===== config.mk =====
export PLATFORM = sky130hd
export DESIGN_NAME = pipe5_core
export DESIGN_NICKNAME = d
export VERILOG_FILES = /design/src/rtl/p5_pkg.sv /design/src/rtl/p5_alu.sv /design/src/rtl/p5_decode.sv /design/src/rtl/p5_regfile.sv /design/src/rtl/pipe5_core.sv
export SDC_FILE = /design/constraint.sdc
export NUM_CORES = 2
export LEC_CHECK = 0
export ABC_AREA = 0
export BUFFER_PORTS_ARGS = -buffer_cell sky130_fd_sc_hd__buf_4
export CORE_MARGIN = 2
export CORE_UTILIZATION = 41
export CTS_CLUSTER_DIAMETER = 60
export DETAILED_ROUTE_END_ITERATION = 6
export PLACE_DENSITY = 0.68
export SYNTH_ARGS = -nofsm -noshare
export SYNTH_HDL_FRONTEND = slang
export SYNTH_SLANG_ARGS = --single-unit

===== constraint.sdc =====
create_clock -name clk -period 4.6 [get_ports clk]
set_input_delay 0.69 -clock clk [delete_from_list [all_inputs] [get_ports clk]]
set_output_delay 0.69 -clock clk [all_outputs]
set_load 0.01 [all_outputs]

===== src/rtl/p5_pkg.sv =====
package p5_pkg;
  localparam logic [5:0] OPC_REG   = 6'h00;
  localparam logic [5:0] OPC_JUMP  = 6'h02;
  localparam logic [5:0] OPC_ADDI  = 6'h08;
  localparam logic [5:0] OPC_LOAD  = 6'h23;
  localparam logic [5:0] OPC_STORE = 6'h2B;

  localparam logic [5:0] FN_ADD = 6'h20;
  localparam logic [5:0] FN_SUB = 6'h22;
  localparam logic [5:0] FN_AND = 6'h24;
  localparam logic [5:0] FN_OR  = 6'h25;
  localparam logic [5:0] FN_NOR = 6'h27;
  localparam logic [5:0] FN_SLT = 6'h2A;

  typedef enum logic [2:0] {
    ALU_ADD, ALU_SUB, ALU_AND, ALU_OR, ALU_NOR, ALU_SLT
  } alu_op_e;

  typedef struct packed {
    logic    reg_wr;
    logic    mem_rd;
    logic    mem_wr;
    logic    use_imm;
    logic    jump;
    alu_op_e alu;
  } ctrl_t;
endpackage


===== src/rtl/p5_alu.sv =====
module p5_alu
  import p5_pkg::*;
#(
  parameter int W = 32
) (
  input  logic [W-1:0] a,
  input  logic [W-1:0] b,
  input  alu_op_e      op,
  output logic [W-1:0] y
);
  always_comb begin
    unique case (op)
      ALU_SUB: y = a - b;
      ALU_AND: y = a & b;
      ALU_OR:  y = a | b;
      ALU_NOR: y = ~(a | b);
      ALU_SLT: y = {{(W-1){1'b0}}, ($signed(a) < $signed(b))};
      default: y = a + b;
    endcase
  end
endmodule


===== src/rtl/p5_decode.sv =====
module p5_decode
  import p5_pkg::*;
(
  input  logic       valid,
  input  logic [5:0] opc,
  input  logic [5:0] funct,
  input  logic [4:0] rt,
  input  logic [4:0] rd,
  input  logic [4:0] shamt,
  output ctrl_t      ctrl,
  output logic [4:0] dst
);
  always_comb begin
    ctrl = '{reg_wr: 1'b0, mem_rd: 1'b0, mem_wr: 1'b0,
             use_imm: 1'b0, jump: 1'b0, alu: ALU_ADD};
    dst  = rt;
    if (valid) begin
      unique case (opc)
        OPC_REG: begin
          dst = rd;
          if (shamt == 5'd0) begin
            ctrl.reg_wr = 1'b1;
            unique case (funct)
              FN_ADD:  ctrl.alu = ALU_ADD;
              FN_SUB:  ctrl.alu = ALU_SUB;
              FN_AND:  ctrl.alu = ALU_AND;
              FN_OR:   ctrl.alu = ALU_OR;
              FN_NOR:  ctrl.alu = ALU_NOR;
              FN_SLT:  ctrl.alu = ALU_SLT;
              default: ctrl.reg_wr = 1'b0;
            endcase
          end
        end
        OPC_ADDI: begin
          ctrl.reg_wr  = 1'b1;
          ctrl.use_imm = 1'b1;
        end
        OPC_LOAD: begin
          ctrl.reg_wr  = 1'b1;
          ctrl.mem_rd  = 1'b1;
          ctrl.use_imm = 1'b1;
        end
        OPC_STORE: begin
          ctrl.mem_wr  = 1'b1;
          ctrl.use_imm = 1'b1;
        end
        OPC_JUMP: ctrl.jump = 1'b1;
        default: ;
      endcase
    end
  end
endmodule


===== src/rtl/p5_regfile.sv =====
module p5_regfile #(
  parameter int W = 32,
  parameter int N = 32,
  localparam int AW = $clog2(N)
) (
  input  logic          clk,
  input  logic          we,
  input  logic [AW-1:0] waddr,
  input  logic [W-1:0]  wdata,
  input  logic [AW-1:0] raddr_a,
  input  logic [AW-1:0] raddr_b,
  output logic [W-1:0]  rdata_a,
  output logic [W-1:0]  rdata_b
);
  logic [W-1:0] regs [N];
  logic         wr_ok;

  assign wr_ok = we && (waddr != '0);

  always_ff @(posedge clk) begin
    if (wr_ok) regs[waddr] <= wdata;
  end

  always_comb begin
    if (raddr_a == '0)                  rdata_a = '0;
    else if (wr_ok && waddr == raddr_a) rdata_a = wdata;
    else                                rdata_a = regs[raddr_a];
    if (raddr_b == '0)                  rdata_b = '0;
    else if (wr_ok && waddr == raddr_b) rdata_b = wdata;
    else                                rdata_b = regs[raddr_b];
  end
endmodule


===== src/rtl/pipe5_core.sv =====
module pipe5_core
  import p5_pkg::*;
#(
  parameter int XLEN  = 32,
  parameter int NREGS = 32
) (
  input  logic            clk,
  input  logic            rst,
  output logic [XLEN-1:0] imem_addr,
  input  logic [31:0]     imem_rdata,
  output logic [XLEN-1:0] dmem_addr,
  output logic [XLEN-1:0] dmem_wdata,
  output logic            dmem_we,
  input  logic [XLEN-1:0] dmem_rdata
);
  localparam int RIDX = $clog2(NREGS);
  localparam int JBITS = 26;
  localparam logic [XLEN-1:0] ONE = {{(XLEN-1){1'b0}}, 1'b1};

  // Fetch: the memory's registered output acts as the fetch/decode register
  logic [XLEN-1:0]       pc;
  logic [XLEN-1:JBITS]   id_pc_hi;
  logic                  id_valid;
  logic                  jmp_taken;
  logic [XLEN-1:0]       jmp_target;

  // Decode
  ctrl_t                 id_ctrl;
  logic [4:0]            id_dst;
  logic [RIDX-1:0]       rs_idx, rt_idx;
  logic [XLEN-1:0]       rs_val, rt_val, id_imm;

  // Execute
  logic                  ex_rw, ex_ld, ex_st, ex_use_imm;
  alu_op_e               ex_alu;
  logic [XLEN-1:0]       ex_a, ex_b, ex_imm, ex_y;
  logic [RIDX-1:0]       ex_dst;

  // Memory
  logic                  mem_rw, mem_ld;
  logic [XLEN-1:0]       mem_res, mem_wdata;
  logic [RIDX-1:0]       mem_dst;

  // Write-back
  logic                  wb_rw, wb_ld;
  logic [XLEN-1:0]       wb_res, wb_data;
  logic [RIDX-1:0]       wb_dst;

  assign jmp_taken  = id_ctrl.jump;
  assign jmp_target = {id_pc_hi, imem_rdata[JBITS-1:0]};

  always_ff @(posedge clk) begin
    if (rst) begin
      pc       <= '0;
      id_valid <= 1'b0;
    end else begin
      pc       <= jmp_taken ? jmp_target : pc + ONE;
      id_valid <= ~jmp_taken;
    end
    id_pc_hi <= pc[XLEN-1:JBITS];
  end

  p5_decode u_dec (
    .valid (id_valid),
    .opc   (imem_rdata[31:26]),
    .funct (imem_rdata[5:0]),
    .rt    (imem_rdata[20:16]),
    .rd    (imem_rdata[15:11]),
    .shamt (imem_rdata[10:6]),
    .ctrl  (id_ctrl),
    .dst   (id_dst)
  );

  assign rs_idx = imem_rdata[21 +: RIDX];
  assign rt_idx = imem_rdata[16 +: RIDX];
  assign id_imm = {{(XLEN-16){imem_rdata[15]}}, imem_rdata[15:0]};

  p5_regfile #(.W(XLEN), .N(NREGS)) u_rf (
    .clk     (clk),
    .we      (wb_rw),
    .waddr   (wb_dst),
    .wdata   (wb_data),
    .raddr_a (rs_idx),
    .raddr_b (rt_idx),
    .rdata_a (rs_val),
    .rdata_b (rt_val)
  );

  always_ff @(posedge clk) begin
    if (rst) begin
      ex_rw <= 1'b0;
      ex_ld <= 1'b0;
      ex_st <= 1'b0;
    end else begin
      ex_rw <= id_ctrl.reg_wr;
      ex_ld <= id_ctrl.mem_rd;
      ex_st <= id_ctrl.mem_wr;
    end
    ex_use_imm <= id_ctrl.use_imm;
    ex_alu     <= id_ctrl.alu;
    ex_a       <= rs_val;
    ex_b       <= rt_val;
    ex_imm     <= id_imm;
    ex_dst     <= id_dst[RIDX-1:0];
  end

  p5_alu #(.W(XLEN)) u_alu (
    .a  (ex_a),
    .b  (ex_use_imm ? ex_imm : ex_b),
    .op (ex_alu),
    .y  (ex_y)
  );

  always_ff @(posedge clk) begin
    if (rst) begin
      mem_rw  <= 1'b0;
      mem_ld  <= 1'b0;
      dmem_we <= 1'b0;
    end else begin
      mem_rw  <= ex_rw;
      mem_ld  <= ex_ld;
      dmem_we <= ex_st;
    end
    mem_res   <= ex_y;
    mem_wdata <= ex_b;
    mem_dst   <= ex_dst;
  end

  always_ff @(posedge clk) begin
    if (rst) begin
      wb_rw <= 1'b0;
      wb_ld <= 1'b0;
    end else begin
      wb_rw <= mem_rw;
      wb_ld <= mem_ld;
    end
    wb_res <= mem_res;
    wb_dst <= mem_dst;
  end

  assign wb_data    = wb_ld ? dmem_rdata : wb_res;
  assign imem_addr  = pc;
  assign dmem_addr  = mem_res;
  assign dmem_wdata = mem_wdata;
endmodule


==> run metrics <==
first-pass GRT wire length=between 200000 and 300000 um; GRT overflow=0; DR WL/cell=31.0 um; EDFF count, synth=1024; Setup CP Type=reg -> reg; clk_lat worst skew=0.77 ns; clock-pin slew on the worst setup and hold paths=roughly 0.06 ns; DRC=0; synthesized instance count=3440; critical-path cell list=buf_4, clkinvlp_4, a21oi_1, ha_1, or3_1, o221a_2, o21a_1, o41a_1, or4_4, o21a_1, o21ai_1, a21oi_1, a311o_1; post-synthesis async set-or-reset flop share=0%; worst r2r dst=dmem_addr[0]$_DFF_P_; # resized after CTS=0; setup TNS=0 ns; number of buffers added on ports=162; Clock Path Buffers=3; DP HPWL=108000 um; wirelength, routed=176000 um; Initial DRC Count=between 4000 and 5000; Post-CTS Setup Bufs=0; die area=149000 um^2; Worst Tran Pin Value=about 1.1 ns; R2R setup slack=about 0.23 ns; chip width=between 300 and 400 um; Final Util=47.6%; top cell type's share of synthesized area=51.6%; number of buffers created by CTS=134; drt pass-1 iters=6; fin crit share=95.0%; # setup viols final=0; Yosys Warn Count=0; CTS Hold Buffers Added=0; vias per inst=6.26; CP Buf/Inv Count=2; Crit path depth=13; sequential element share of the synthesized area=59.7%; routed via count=between 30000 and 40000; TritonCTS clock tree=done; Overall Global Routing Usage=23.7%; area added between synthesis and finish=14.8%; Final nets=3832; H-tree Lvls=4; overall power=30100 uW; Placement Cell Area=between 60000 and 70000 um^2; R2R Path Start=ex_use_imm$_SDFF_PN0_; Critical Path Start=ex_use_imm$_SDFF_PN0_; Post-Syn Area=59600 um^2; clock root cell=clkbuf_16; top-level I/O count=~160; # rows=139; RSZ-0062 raised after global routing=false; WHS=0.0634 ns; Clock Sinks=1266; CP max-delay cell=or3_1; pwr/cell area=440 nW/um^2; Critical Path Sink Type=register; vias in the first global route=35680; Synth area leaders=edfxtp_1, mux4_2, dfxtp_1; Critical Path Sink=dmem_addr[0]$_DFF_P_; final hold viol count=0; Setup Skew=0.0279 ns; Setup crit start kind=register; count of cell types in the netlist=approximately 80; fin crit period=~4.4 ns; hold crit path type=in -> reg; largest net degree at the start of global routing=65; layout cells sized above 1=31.7%; FMAX=~0.23 GHz; design area=68500 um^2; CP arrival=5.01 ns; Largest stage delay, worst path=between 0.4 and 0.5 ns; Worst Path Required=between 5 and 6 ns; status=finished, final reports clean; post-synthesis register bit count=1266; max_slew headroom=24.1%; CP Max Fanout=17; DIE HEIGHT=385 um; Placer Congestion=~0.9; starting density of the core=41.4%; Max IR drop VDD=about 0.00041 V; max-cap violation count=0; ys flop type=edfxtp_1; fin. max-slew vios=0; Post-DRT Antenna Nets=0; leakage=0.0226 uW; syn_area_per_cell=around 17 um^2; CP delay by family, top=compound AO/OA/AOI/OAI gates; Core Area=144000 um^2; Worst Reg-to-Reg Cells=13; antenna violations before repair=8; Synth area leader=edfxtp_1
-- through the flow --
stage / setup slack (ns) / instances
floorplan: 0.200 / 3471
global placement: 0.114 / 5418
detailed placement: 0.0759 / 5418
CTS: 0.00524 / 5665
global route: 0.0485 / 5667
finish: 0.230 / 5668
-- sequential cells by signal, indices dropped and copies added (netlist names), 5 cells and up --
signal and flops:
id_pc_hi 6, dmem_wdata 32, wb_dst 5, ex_dst 5
u_rf.regs 1024, imem_addr 32, ex_imm 16, wb_res 32
ex_b 32, ex_a 32, mem_dst 5, dmem_addr 32
-- area by class of cell --
cell class | count | area [um^2]
fill | 11895 | 75500
sequential | 1266 | 35600
multi-input combinational | 1831 | 23000
clock buffer | 184 | 3870
timing repair buffer | 284 | 2620
tap | 1903 | 2380
inverter | 134 | 507
clock inverter | 63 | 502
antenna | 3 | 7.51
-- per-layer routing --
metal	vias up	wire length [um]	track usage [%]
li1	14550	-	-
met1	18548	65700	30.9
met2	2010	85200	38.4
met3	353	17600	5.35
met4	4	7430	9.81
met5	-	23	0
-- worst min path at each step --
stage	start	to	slack, ns	cells after the start
floorplan	ex_dst[0]$_DFF_P_	mem_dst[0]$_DFF_P_	0.31	0
detailed placement	ex_dst[3]$_DFF_P_	mem_dst[3]$_DFF_P_	0.31	0
CTS	imem_rdata[11]	ex_imm[11]$_DFF_P_	0.02	1
global placement	ex_dst[1]$_DFF_P_	mem_dst[1]$_DFF_P_	0.31	0
finish	imem_rdata[11]	ex_imm[11]$_DFF_P_	0.06	1
global route	imem_rdata[11]	ex_imm[11]$_DFF_P_	0.04	1
-- synthesized netlist by cell type (11+ instances only) --
| master | instances |
|---|---|
| nand2_1 | 54 |
| and2_1 | 11 |
| clkbuf_1 | 173 |
| a21oi_1 | 116 |
| buf_2 | 17 |
| nand3_1 | 23 |
| nor3_1 | 13 |
| dfxtp_1 | 242 |
| mux2i_1 | 51 |
| buf_1 | 48 |
| nor2_1 | 165 |
| and3_1 | 15 |
| nand2b_1 | 19 |
| nor2b_1 | 84 |
| ha_1 | 113 |
| a211oi_1 | 173 |
| edfxtp_1 | 1024 |
| o22ai_1 | 13 |
| xnor2_1 | 37 |
| mux4_2 | 641 |
| inv_1 | 132 |
| xor2_1 | 37 |
| a21o_1 | 16 |
| o21ai_0 | 39 |
| a22oi_1 | 12 |
-- kinds of logic (layout without fill, tap and decap cells) --
group	count (synthesis)	after routing	synth area share, %
fa+ha+maj	115	115	2.44
xor+xnor	74	74	1.09
flops	1266	1266	59.7
simple gates	435	435	3.68
mux	698	698	25.2
compound gates	477	477	5.52
other cells	1	35	0.00629
buf+inv	374	665	2.41
-- where the power goes --
part / leakage [uW] / switching [uW] / total [uW] / internal (uW)
combinational: 0.00922 / 3180 / 4880 / 1700
clock: 0.00214 / 4540 / 10700 / 6160
sequential: 0.0112 / 416 / 14500 / 14100
-- cell usage in the layout, fill, tap and decap left out, drive strengths merged, types with 85 or more instances in the layout --
| cell | n |
|---|---|
| a211oi | 174 |
| a21oi | 116 |
| buf | 284 |
| clkbuf | 184 |
| dfxtp | 242 |
| edfxtp | 1024 |
| ha | 113 |
| inv | 139 |
| mux4 | 641 |
| nor2 | 166 |
| nor2b | 85 |
(Power assumes the default switching activity.)
